### config.mk
export PLATFORM = sky130hd
export DESIGN_NAME = mul_wb_interlock
export DESIGN_NICKNAME = d
export VERILOG_FILES = /design/src/rtl/mwi_pkg.sv /design/src/rtl/mwi_mul_pipe.sv /design/src/rtl/mwi_scoreboard.sv /design/src/rtl/mwi_wb_arb.sv /design/src/rtl/mul_wb_interlock.sv
export SDC_FILE = /design/constraint.sdc
export NUM_CORES = 1
export LEC_CHECK = 0
export BUFFER_PORTS_ARGS = -buffer_cell sky130_fd_sc_hd__buf_2
export CAP_MARGIN = 20
export CORE_MARGIN = 1.5
export CORE_UTILIZATION = 57
export DETAILED_ROUTE_END_ITERATION = 10
export PLACE_DENSITY = 0.8
export SLEW_MARGIN = 25
export SYNTH_ARGS = -nofsm -noshare
export SYNTH_HDL_FRONTEND = slang
export SYNTH_SLANG_ARGS = --single-unit
### constraint.sdc
create_clock -name clk -period 8.5 [get_ports clk]
set_input_delay 2.55 -clock clk [delete_from_list [all_inputs] [get_ports clk]]
set_output_delay 2.55 -clock clk [all_outputs]
set_load 0.03 [all_outputs]
### src/rtl/mwi_pkg.sv
// Shared types for the multiply writeback interlock.
package mwi_pkg;
    // Ordering mode captured when a multiply issues.
    typedef enum logic {
        MODE_PASS   = 1'b0,  // later instructions may overtake the multiply
        MODE_HOLD_M = 1'b1   // pipeline waits in memory stage for the product
    } mul_mode_e;
endpackage

### src/rtl/mwi_mul_pipe.sv
// Pipelined multiplier with a fixed latency of LAT cycles.
// Assumes at most one operation in flight (enforced upstream); a kill
// empties every stage so a cancelled product never emerges.
module mwi_mul_pipe #(
    parameter int DATA_W = 32,
    parameter int LAT    = 4
) (
    input  logic              clk,
    input  logic              rst_n,
    input  logic              kill,
    input  logic              start,
    input  logic [DATA_W-1:0] op_a,
    input  logic [DATA_W-1:0] op_b,
    output logic              done,
    output logic [DATA_W-1:0] product
);
    logic [LAT-1:0]    vld;
    logic [DATA_W-1:0] stg [LAT];

    // First stage: capture the truncated product.
    always_ff @(posedge clk) begin
        if (!rst_n || kill) vld[0] <= 1'b0;
        else                vld[0] <= start;
        if (start) stg[0] <= DATA_W'(op_a * op_b);
    end

    // Remaining stages: shift valid and data along.
    for (genvar i = 1; i < LAT; i++) begin : g_stage
        always_ff @(posedge clk) begin
            if (!rst_n || kill) vld[i] <= 1'b0;
            else                vld[i] <= vld[i-1];
            stg[i] <= stg[i-1];
        end
    end

    assign done    = vld[LAT-1];
    assign product = stg[LAT-1];

    // a single op in flight means at most one stage is valid.
    a_r2_one_in_flight: assert property (@(posedge clk) disable iff (!rst_n)
        $countones(vld) <= 1);
endmodule

### src/rtl/mwi_scoreboard.sv
// One-entry destination scoreboard for an outstanding multiply.
// Holds the destination register and issue mode, and raises the decode
// bubble for RAW, WAW and structural (second multiply) hazards.
// Assumes issue never arrives while an entry is held.
module mwi_scoreboard
    import mwi_pkg::*;
#(
    parameter int REG_AW = 5
) (
    input  logic              clk,
    input  logic              rst_n,
    input  logic              flush,
    input  logic              issue,
    input  logic [REG_AW-1:0] issue_rd,
    input  mul_mode_e         issue_mode,
    input  logic              retire,
    input  logic              dec_valid,
    input  logic [REG_AW-1:0] dec_rs1,
    input  logic [REG_AW-1:0] dec_rs2,
    input  logic              dec_we,
    input  logic [REG_AW-1:0] dec_rd,
    input  logic              dec_is_mul,
    output logic              pend,
    output logic [REG_AW-1:0] pend_rd,
    output mul_mode_e         pend_mode,
    output logic              bubble
);
    logic issue_ok;
    logic hz_pend, hz_issue;

    // Does the decode instruction conflict with a multiply writing r?
    function automatic logic clash(input logic [REG_AW-1:0] r,
                                   input logic [REG_AW-1:0] s1,
                                   input logic [REG_AW-1:0] s2,
                                   input logic we, input logic [REG_AW-1:0] d,
                                   input logic is_mul);
        logic raw1, raw2, waw;
        raw1 = (s1 != '0) && (s1 == r);
        raw2 = (s2 != '0) && (s2 == r);
        waw  = we && (d != '0) && (d == r);
        return is_mul || raw1 || raw2 || waw;
    endfunction

    assign issue_ok = issue && !flush;

    // Entry: set on accepted issue, cleared on retire or flush.
    always_ff @(posedge clk) begin
        if (!rst_n) begin
            pend      <= 1'b0;
            pend_rd   <= '0;
            pend_mode <= MODE_PASS;
        end else if (issue_ok) begin
            pend      <= 1'b1;
            pend_rd   <= issue_rd;
            pend_mode <= issue_mode;
        end else if (flush || retire) begin
            pend      <= 1'b0;
        end
    end

    // Hazard against the held entry and against the multiply issuing now.
    always_comb begin
        hz_pend  = pend     && clash(pend_rd,  dec_rs1, dec_rs2, dec_we, dec_rd, dec_is_mul);
        hz_issue = issue_ok && clash(issue_rd, dec_rs1, dec_rs2, dec_we, dec_rd, dec_is_mul);
        bubble   = dec_valid && (hz_pend || hz_issue);
    end

    // only one multiply may be outstanding.
    a_r6_single_entry: assert property (@(posedge clk) disable iff (!rst_n)
        issue |-> !pend);
    // a flush leaves no entry behind.
    a_r10_flush_empties: assert property (@(posedge clk) disable iff (!rst_n)
        flush |=> !pend);
    // a decode multiply is always held while an entry exists.
    a_r6_mul_blocked: assert property (@(posedge clk) disable iff (!rst_n)
        (pend && dec_valid && dec_is_mul) |-> bubble);
endmodule

### src/rtl/mwi_wb_arb.sv
// Single write-port arbiter: a multiply product wins over a normal
// writeback, which is then told to hold for one cycle.
module mwi_wb_arb #(
    parameter int REG_AW = 5,
    parameter int DATA_W = 32
) (
    input  logic              clk,
    input  logic              rst_n,
    input  logic              mul_wr,
    input  logic [REG_AW-1:0] mul_rd,
    input  logic [DATA_W-1:0] mul_data,
    input  logic              wb_we,
    input  logic [REG_AW-1:0] wb_rd,
    input  logic [DATA_W-1:0] wb_data,
    output logic              rf_we,
    output logic [REG_AW-1:0] rf_waddr,
    output logic [DATA_W-1:0] rf_wdata,
    output logic              wb_hold
);
    // Port select: multiply first, then normal writeback.
    always_comb begin
        rf_we    = mul_wr || wb_we;
        rf_waddr = mul_wr ? mul_rd   : wb_rd;
        rf_wdata = mul_wr ? mul_data : wb_data;
        wb_hold  = mul_wr && wb_we;
    end

    // a held writeback means the port carries the product.
    a_r9_port_to_mul: assert property (@(posedge clk) disable iff (!rst_n)
        wb_hold |-> (rf_we && rf_waddr == mul_rd && rf_wdata == mul_data));
endmodule

### src/rtl/mul_wb_interlock.sv
// Multicycle multiply writeback interlock (top).
// Issues multiplies into a LAT-cycle multiplier, tracks one outstanding
// destination, raises decode bubbles or a memory-stage hold depending on
// the mode latched at issue, and shares the register-file write port.
// The product is never forwarded to the ALU; it goes to the register file.
module mul_wb_interlock
    import mwi_pkg::*;
#(
    parameter int REG_AW  = 5,
    parameter int DATA_W  = 32,
    parameter int MUL_LAT = 4
) (
    input  logic              clk,
    input  logic              rst_n,
    input  logic              flush,
    input  logic              ovf_exc_en,
    input  logic              ex_mul_issue,
    input  logic [REG_AW-1:0] ex_mul_rd,
    input  logic [DATA_W-1:0] ex_mul_a,
    input  logic [DATA_W-1:0] ex_mul_b,
    input  logic              dec_valid,
    input  logic [REG_AW-1:0] dec_rs1,
    input  logic [REG_AW-1:0] dec_rs2,
    input  logic              dec_we,
    input  logic [REG_AW-1:0] dec_rd,
    input  logic              dec_is_mul,
    input  logic              wb_we,
    input  logic [REG_AW-1:0] wb_rd,
    input  logic [DATA_W-1:0] wb_data,
    output logic              d_bubble,
    output logic              m_hold,
    output logic              wb_hold,
    output logic              rf_we,
    output logic [REG_AW-1:0] rf_waddr,
    output logic [DATA_W-1:0] rf_wdata
);
    logic              mul_done;
    logic [DATA_W-1:0] mul_prod;
    logic              sb_pend;
    logic [REG_AW-1:0] sb_rd;
    mul_mode_e         sb_mode;
    mul_mode_e         issue_mode;
    logic              mul_wr;

    assign issue_mode = ovf_exc_en ? MODE_HOLD_M : MODE_PASS;

    mwi_mul_pipe #(.DATA_W(DATA_W), .LAT(MUL_LAT)) u_mul (
        .clk(clk), .rst_n(rst_n), .kill(flush),
        .start(ex_mul_issue && !flush),
        .op_a(ex_mul_a), .op_b(ex_mul_b),
        .done(mul_done), .product(mul_prod)
    );

    mwi_scoreboard #(.REG_AW(REG_AW)) u_sb (
        .clk(clk), .rst_n(rst_n), .flush(flush),
        .issue(ex_mul_issue), .issue_rd(ex_mul_rd), .issue_mode(issue_mode),
        .retire(mul_done),
        .dec_valid(dec_valid), .dec_rs1(dec_rs1), .dec_rs2(dec_rs2),
        .dec_we(dec_we), .dec_rd(dec_rd), .dec_is_mul(dec_is_mul),
        .pend(sb_pend), .pend_rd(sb_rd), .pend_mode(sb_mode),
        .bubble(d_bubble)
    );

    // Product write request: not to r0 and not in a flush cycle.
    always_comb begin
        mul_wr = mul_done && (sb_rd != '0) && !flush;
        m_hold = sb_pend && (sb_mode == MODE_HOLD_M) && !mul_done;
    end

    mwi_wb_arb #(.REG_AW(REG_AW), .DATA_W(DATA_W)) u_arb (
        .clk(clk), .rst_n(rst_n),
        .mul_wr(mul_wr), .mul_rd(sb_rd), .mul_data(mul_prod),
        .wb_we(wb_we), .wb_rd(wb_rd), .wb_data(wb_data),
        .rf_we(rf_we), .rf_waddr(rf_waddr), .rf_wdata(rf_wdata),
        .wb_hold(wb_hold)
    );

    // a product only emerges for a recorded multiply.
    a_r2_done_has_entry: assert property (@(posedge clk) disable iff (!rst_n)
        mul_done |-> sb_pend);
    // pass-mode multiplies never hold the memory stage.
    a_r7_pass_no_hold: assert property (@(posedge clk) disable iff (!rst_n)
        (sb_pend && sb_mode == MODE_PASS) |-> !m_hold);
    // the multiply never writes register 0.
    a_r5_no_r0_write: assert property (@(posedge clk) disable iff (!rst_n)
        mul_wr |-> (rf_waddr != '0));
    // the held multiply keeps its destination while holding.
    a_r8_hold_keeps_rd: assert property (@(posedge clk) disable iff (!rst_n)
        m_hold |=> $stable(sb_rd));
endmodule

==> results of run 1 <==
==> synth_stat cells, types with 3 or more instances <==
library cell,count,area share
a21boi_0,8,0.0030
a21o_1,11,0.0042
a21oi_1,24,0.0060
and2_1,373,0.12
buf_2,4,0.0010
clkbuf_1,87,0.016
dfxtp_1,107,0.11
edfxtp_1,32,0.048
fa_1,408,0.41
ha_1,123,0.077
inv_1,362,0.068
mux2_2,32,0.018
nand2_1,198,0.037
nand2b_1,4,0.0013
nand3_1,14,0.0035
nor2_1,12,0.0023
nor2b_1,5,0.0016
nor4_1,7,0.0022
o21a_1,3,0.0011
o21ai_0,14,0.0035
o21ai_1,3,0.00076
o21bai_1,3,0.0011
or4_1,5,0.0019
xnor2_1,87,0.038
xor2_1,29,0.013
==> critical path, cell delays in order <==
cell and delay [ps]:
clkbuf_4 210, and2_1 200, fa_1 490, inv_1 60
fa_1 510, fa_1 560, inv_1 60, fa_1 510
inv_1 50, fa_1 550, inv_1 70, fa_1 490
fa_1 430, fa_1 550, ha_4 220, a21o_1 170
a21oi_1 160, nor2_1 70, nor2_2 200, a21boi_2 100
or4b_1 470, o2111ai_1 100
==> final cells by class <==
type	count	area (um^2)	share of cell area
repair buffers	359	2600	0.110
well taps	455	569	0.0241
clock inverters	11	115	0.00487
multi-input cells	1392	15400	0.651
clock buffers	21	504	0.0213
inverters	363	1370	0.0577
flip-flops and latches	139	3100	0.131
==> layer usage <==
layer	GRT usage	vias up	part of all wire
li1	-	6467	-
met1	0.357	7435	0.38
met2	0.514	605	0.50
met3	0.0350	181	0.059
met4	0.154	0	0.059
met5	0	-	0
==> sequential cells by signal, summed over array words and instances (netlist names) <==
register        flops
u_sb.pend_mode      1
u_sb.pend_rd        5
u_mul.stg         128
u_mul.vld           3
u_sb.pend           1
u_mul.done          1
==> timing repair <==
| action | CTS | global route |
|---|---|---|
| endpoints found under the setup margin | 2 | 10 |
| gates resized for setup | 15 | 96 |
| setup buffers | 0 | 4 |
| pin swaps | 0 | 38 |
==> cells by family after synthesis <==
group,Yosys count,synth area share
simple gates,623,0.169
fa+ha+maj,531,0.488
buf+inv,454,0.0860
flops,139,0.156
xor+xnor,116,0.0511
compound gates,90,0.0310
mux,32,0.0181
==> per-stage QoR <==
stage          utilization  instances
2_1_floorplan            -       1985
5_1_grt              0.687       2740
3_5_place_dp         0.655       2704
3_3_place_gp         0.654       2703
4_1_cts              0.674       2736
6_report             0.687       2740
==> final timing paths <==
path                                   to  slack (ps)
max            u_mul.stg[0][29]$_DFFE_PP_         -40
min              u_mul.stg[3][21]$_DFF_P_         320
max reg2reg  u_sb.pend_rd[4]$_SDFFE_PN0P_        7630
min reg2reg      u_mul.stg[3][21]$_DFF_P_         320
==> results.ini, run 1 <==
[synth]
syn_inst=1985
ys_types=47
ys_seq_elements=139
synth-edff-count=32
netlist_area_um2=19900
syn_nets=2646
seq_area_frac_synth=0.156
synthArstFlopShare=0
syn_area_per_cell_um2=10.0
synthFlopType=dfxtp_1
yosys_warnings=0

[routing]
drt-initial-drc-count=815
viasPerCell=5.36
vias=14688
finalWirelength_um=51200
drt_first_pass_iters=5
drc_errors=0
wl_per_cell_um=18.7
ant_nets=0

[min_path]
hold_depth=0
hold_path_class=reg2reg
min_from=u_mul.stg[2][21]$_DFF_P_

[setup_path]
cp.arrival_ps=8810
worst_setup_path_end_kind=flip-flop
crit_path_start_kind=input pin
r2r_cells=2
crit_type=in2reg
cp_max_fo=10
crit_path_start=ex_mul_b[10]
required_ps=8770
rr_startpoint=u_sb.pend_rd[4]$_SDFFE_PN0P_

[timing]
setup_slack_ps=-43.6
max_freq_mhz=117
slew_violations=0
fin_crit_ps=8540
rsz0062_at_grt=true
finalCritPeriodShare=1.01
fin_hold_ws_ps=321
tightestPinTransition_ps=561
finalHoldViolations=0
setup_viol=3
setup_tns_ps=-63.6
skew_ps=12.0
max_slew_margin=0.625

[cells_and_area]
nets=2933
final_area_um2=23700
antennaDiodeCount=0
area_delta_synth_final_pct=19.0
drive_gt1_frac=0.209
fillers=2539
final_cell_mix=403 x fa_1, 366 x and2_1, 358 x inv_1
final_common_cell=fa_1

[global_routing]
grt_max_degree=40
grt_overflow=0
grt_pass1_wl_um=81300
antenna_found_initial=1
grt_pass1_vias=16043
grt_usage=0.294

[cts]
clock_sinks=139
ctsLongestPathBuffers=2
numCtsBuffers=17
cts_hold_buffers=0
worstSkewPairLatency_ps=430
cts_tree=built
cts-htree-levels=4
clock-root-buffer=clkbuf_16
clk_pin_slew_ps=70

[die]
ios=171
dieWidth_um=190
coreArea_um2=34500
start_util=0.577
die_area_um2=36000
rows=68
fp.dieH_um=190

[placement]
placed_area_um2=22600
post-place-ws_ps=-591
gp_congestion=0.916
port_buffers=170
dp_hpwl_um=42700

[job]
maxCapViolations=0

[outcome]
outcome=finished, violations left
violations=setup timing

Power of run 1 is left out: the tool's default activity adds up to more than one toggle a clock period on the data nets, which glitch-free logic cannot reach.
==> run 2, diff against run 1 <==
Settings changed: CORE_UTILIZATION 57 to 60.
Clock period 8.5 ns to 10.4 ns, I/O delays scaled along.
==> results.ini, run 2 (synthesis gave the netlist of run 1 again) <==
[global_routing]
grt_usage=0.291
grt_pass1_wl_um=75000
grt_pass1_vias=14869
antenna_found_initial=7
grt_max_degree=39
grt_overflow=0

[cts]
worstSkewPairLatency_ps=420
ctsLongestPathBuffers=2
clock-root-buffer=clkbuf_16
cts_resized=0
clk_pin_slew_ps=60
clock_sinks=139
numCtsBuffers=17
post_cts_buffers=0
cts_tree=built
cts-htree-levels=4
cts_hold_buffers=0

[placement]
port_buffers=170
gp_congestion=0.970
dp_hpwl_um=38500

[timing]
tightestPinTransition_ps=668
finalHoldViolations=0
fin_crit_ps=9720
setup_viol=0
rsz0062_at_grt=false
max_slew_margin=0.555
setup_tns_ps=0
max_freq_mhz=103
skew_ps=5.77
finalCritPeriodShare=0.934
slew_violations=0

[routing]
drt_first_pass_iters=6
wl_per_cell_um=18.4
drc_errors=0
vias=13843
viasPerCell=5.42
ant_nets=0
finalWirelength_um=47000
drt-initial-drc-count=781

[setup_path]
crit_chain=buf_2 -> and2_1 -> fa_1 -> inv_1 -> fa_1 -> fa_1 -> fa_1 -> inv_1 -> fa_1 -> inv_1 -> fa_1 -> inv_1 -> fa_1 -> fa_1 -> ha_1 -> a21o_1 -> nor4_1 -> a21oi_2 -> o2111ai_2 -> a21boi_2 -> or4b_1 -> o2111ai_1
cp.arrival_ps=9970
crit_path_frequent_cell=fa_1
crit_path_start_kind=input pin
required_ps=10660
cp_slowest_stage_delay_ps=550
cp_slowest_cell=fa_1
crit_type=in2reg
cp_max_fo=30
worst_setup_path_end_kind=flip-flop

[die]
ios=171
rows=66
die_area_um2=34200
dieWidth_um=185
coreArea_um2=32500
start_util=0.611
fp.dieH_um=185

[cells_and_area]
area_delta_synth_final_pct=8.84
ff_latch_area_um2=3100
regMostFlops=u_mul.stg
final_cell_mix=408 x fa_1, 373 x and2_1, 362 x inv_1
final_common_cell=fa_1
fillers=2584
multiInputGateArea_um2=15100
drive_gt1_frac=0.121
largest_reg_flops=128
reg_top3=u_mul.stg (128), u_sb.pend_rd (5), u_mul.vld (3)
nets=2759

[outcome]
outcome=complete, no violations

[min_path]
hold_path_class=reg2reg

[job]
maxCapViolations=0

-- run 2: cell count changes in the layout (fill, tap and decap cells not counted), sizes merged --
| cell | before | now |
|---|---|---|
| clkbuf | 29 | 19 |
| clkinv | 5 | 7 |
| clkinvlp | 0 | 3 |
| diode | 0 | 2 |
| inv | 368 | 365 |
| buf | 351 | 185 |
-- run 2: metal layers --
metal  global-route usage  vias to the layer above  part of all wire
li1                     -                     6110                 -
met1                0.348                     6994              0.38
met2                0.504                      579              0.50
met3               0.0442                      154             0.064
met4                0.163                        6             0.056
met5                    0                        -           0.00087
-- run 2: critical path: cells and delay by family --
| kind | cells | cell delay (ps) |
|---|---|---|
| and+or+nand+nor | 3 | 1030 |
| adders and majority gates | 9 | 4110 |
| buffers and inverters | 5 | 710 |
| AOI/OAI and AO/OA | 5 | 980 |
-- run 2: metrics by stage --
stage / cell area, um^2 / utilization / setup slack, ps / std cells / hold slack (ps)
2_1_floorplan: 19900 / - / 927 / 1985 / 310
3_3_place_gp: 21100 / 0.647 / 531 / 2521 / 310
3_5_place_dp: 21100 / 0.647 / 293 / 2521 / 312
4_1_cts: 21600 / 0.665 / 772 / 2553 / 323
5_1_grt: 21600 / 0.665 / 480 / 2555 / 328
6_report: 21600 / 0.665 / 684 / 2555 / 324
-- run 2: cell type report --
cell class                 instances  area share
timing repair buffer             185      0.0445
clock inverter                    13     0.00538
tap                              442      0.0256
sequential                       139       0.143
multi-input combinational       1392       0.697
clock buffer                      19      0.0210
antenna                            2    0.000231
inverter                         363      0.0630
-- run 2: final timing paths --
check / startpoint / to / slack [ps] / cells past startpoint
setup / recovery: ex_mul_b[2] / u_mul.stg[0][29]$_DFFE_PP_ / 680 / 22
setup reg to reg: u_sb.pend_rd[4]$_SDFFE_PN0P_ / u_sb.pend_rd[4]$_SDFFE_PN0P_ / 9540 / 2
hold / removal: u_mul.stg[2][15]$_DFF_P_ / u_mul.stg[3][15]$_DFF_P_ / 320 / 0
hold reg to reg: u_mul.stg[2][15]$_DFF_P_ / u_mul.stg[3][15]$_DFF_P_ / 320 / 0
Power of run 2 is left out for the same reason.
==> run 3, diff against run 2 <==
Settings changed: ABC_AREA set to 1, GPL_ROUTABILITY_DRIVEN set to 0.
==> results.ini, run 3 <==
[setup_path]
required_ps=10600
worst_setup_path_end_kind=flip-flop
r2r_slack_ps=9570
r2r_cells=2
rr_startpoint=u_sb.pend_rd[0]$_SDFFE_PN0P_
r2r-end=u_sb.pend_rd[0]$_SDFFE_PN0P_
cp.arrival_ps=9620
crit_type=in2reg
cp_max_fo=24
crit_path_start_kind=input pin

[cells_and_area]
reg_top3=u_mul.stg (128), u_sb.pend_rd (5), u_mul.vld (3)
drive_gt1_frac=0.0956
final_cell_mix=805 x inv_1, 695 x nand2_1, 408 x fa_1
largest_reg_flops=128
regMostFlops=u_mul.stg
antennaDiodeCount=0
nets=3356
fillers=2813
final_common_cell=inv_1
area_delta_synth_final_pct=7.81

[synth]
synth-edff-count=32
yosysTopAreaCell=fa_1
syn_nets=3266
synthFlopType=dfxtp_1
yosys_warnings=0
netlist_area_um2=21100
syn_area_per_cell_um2=8.10
ys_seq_elements=139
synthArstFlopShare=0
synthTopCellsByArea=fa_1 39%, inv_1 14%, nand2_1 12%, dfxtp_1 10%, ha_1 7.3%
seq_area_frac_synth=0.147
synth_common_cells=805 x inv_1, 695 x nand2_1, 408 x fa_1
synth_top_cell_area_share=0.387
syn_inst=2605
yosysMostFrequentCell=inv_1
ys_types=43

[timing]
fin_crit_ps=9420
tightestPinTransition_ps=758
max_slew_margin=0.494
setup_tns_ps=0
finalHoldViolations=0
finalCritPeriodShare=0.906
setup_viol=0
max_freq_mhz=106
slew_violations=0
skew_ps=22.9
rsz0062_at_grt=false

[global_routing]
grt_max_degree=36
busiest_layer=met2
antenna_found_initial=0
grt_pass1_wl_um=84700
grt_pass1_vias=17626
grt_usage=0.299
grt_use_met2=0.522
use_met1=0.361
grt_overflow=0
met3_usage=0.0458

[routing]
wl_per_cell_um=16.5
ant_nets=0
drc_errors=0
vias=16702
finalWirelength_um=52100
drt_first_pass_iters=7
drt-initial-drc-count=1287
viasPerCell=5.29

[cts]
clock-root-buffer=clkbuf_16
post_cts_buffers=0
cts_hold_buffers=0
clk_pin_slew_ps=50
cts_resized=0
ctsLongestPathBuffers=3
numCtsBuffers=25
clock_sinks=139
worstSkewPairLatency_ps=460
cts-htree-levels=4
cts_tree=built

[min_path]
hold_depth=0
min_to=u_mul.stg[3][15]$_DFF_P_
min_from=u_mul.stg[2][15]$_DFF_P_
hold_path_class=reg2reg

[die]
rows=68
coreArea_um2=34500
fp.dieH_um=191
die_area_um2=36300
start_util=0.611
dieWidth_um=191
ios=171

[placement]
port_buffers=170
dp_hpwl_um=41300

[outcome]
outcome=complete, no violations

[job]
maxCapViolations=0

[run 3: worst max-delay path, cell delays in order]
cell and delay (ps):
buf_2 470, nand2_1 160, fa_1 570, inv_1 60, fa_1 530, inv_1 60, fa_1 530, inv_1 50
fa_1 380, inv_1 80, fa_1 450, fa_1 470, fa_1 440, fa_1 590, inv_1 90, ha_1 360
a21oi_1 220, o21bai_1 100, a21oi_1 160, o21ai_0 100, a21oi_1 170, nand2_1 70, nand2_1 60, nand2_1 70
inv_1 50, nand3_1 70, nand2_1 70, inv_1 40
[run 3: logic make-up after synthesis]
family                     count (synthesis)  synth area share
and+or+nand+nor                          826             0.155
AOI/OAI and AO/OA                         93            0.0272
buffers and inverters                    922             0.168
muxes                                     32            0.0171
DFF                                      139             0.147
adders and majority gates                531             0.460
xor gates and xnor gates                  62            0.0257
[run 3: through the flow]
step           setup WS, ps   util  instances  instance area (um^2)  hold WS, ps
2_1_floorplan          1070      -       2605                 21100          310
3_3_place_gp            764  0.639       3122                 22100          311
3_5_place_dp            631  0.639       3122                 22100          312
4_1_cts                1100  0.658       3154                 22700          308
5_1_grt                 734  0.658       3155                 22700          316
6_report                979  0.658       3155                 22700          309
[run 3: worst max path at each step]
stage | end | slack, ps | cells after the start | start
6_report | u_mul.stg[0][31]$_DFFE_PP_ | 980 | 28 | ex_mul_b[8]
5_1_grt | u_mul.stg[0][31]$_DFFE_PP_ | 730 | 28 | ex_mul_b[3]
4_1_cts | u_mul.stg[0][31]$_DFFE_PP_ | 1100 | 28 | ex_mul_b[8]
3_5_place_dp | u_mul.stg[0][31]$_DFFE_PP_ | 630 | 28 | ex_mul_b[8]
3_3_place_gp | u_mul.stg[0][31]$_DFFE_PP_ | 760 | 26 | ex_mul_b[8]
2_1_floorplan | u_mul.stg[0][31]$_DFFE_PP_ | 1070 | 29 | ex_mul_b[2]
[run 3: area by class of cell]
cell class	instances	area [um^2]	area share
Clock buffer	30	654	0.0288
Clock inverter	2	11.3	0.000495
Inverter	810	3040	0.134
Multi-Input combinational cell	1544	14500	0.636
Sequential cell	139	3100	0.136
Tap cell	455	569	0.0250
Timing Repair Buffer	175	901	0.0396
[run 3: layer usage]
layer  vias up  share of wire  routed length (um)
met4         0          0.048                2480
li1       7508              -                   -
met2       947           0.49               25700
met3       199          0.093                4860
met1      8048           0.37               19100
met5         -              0                   0
Power of run 3 is left out for the same reason.
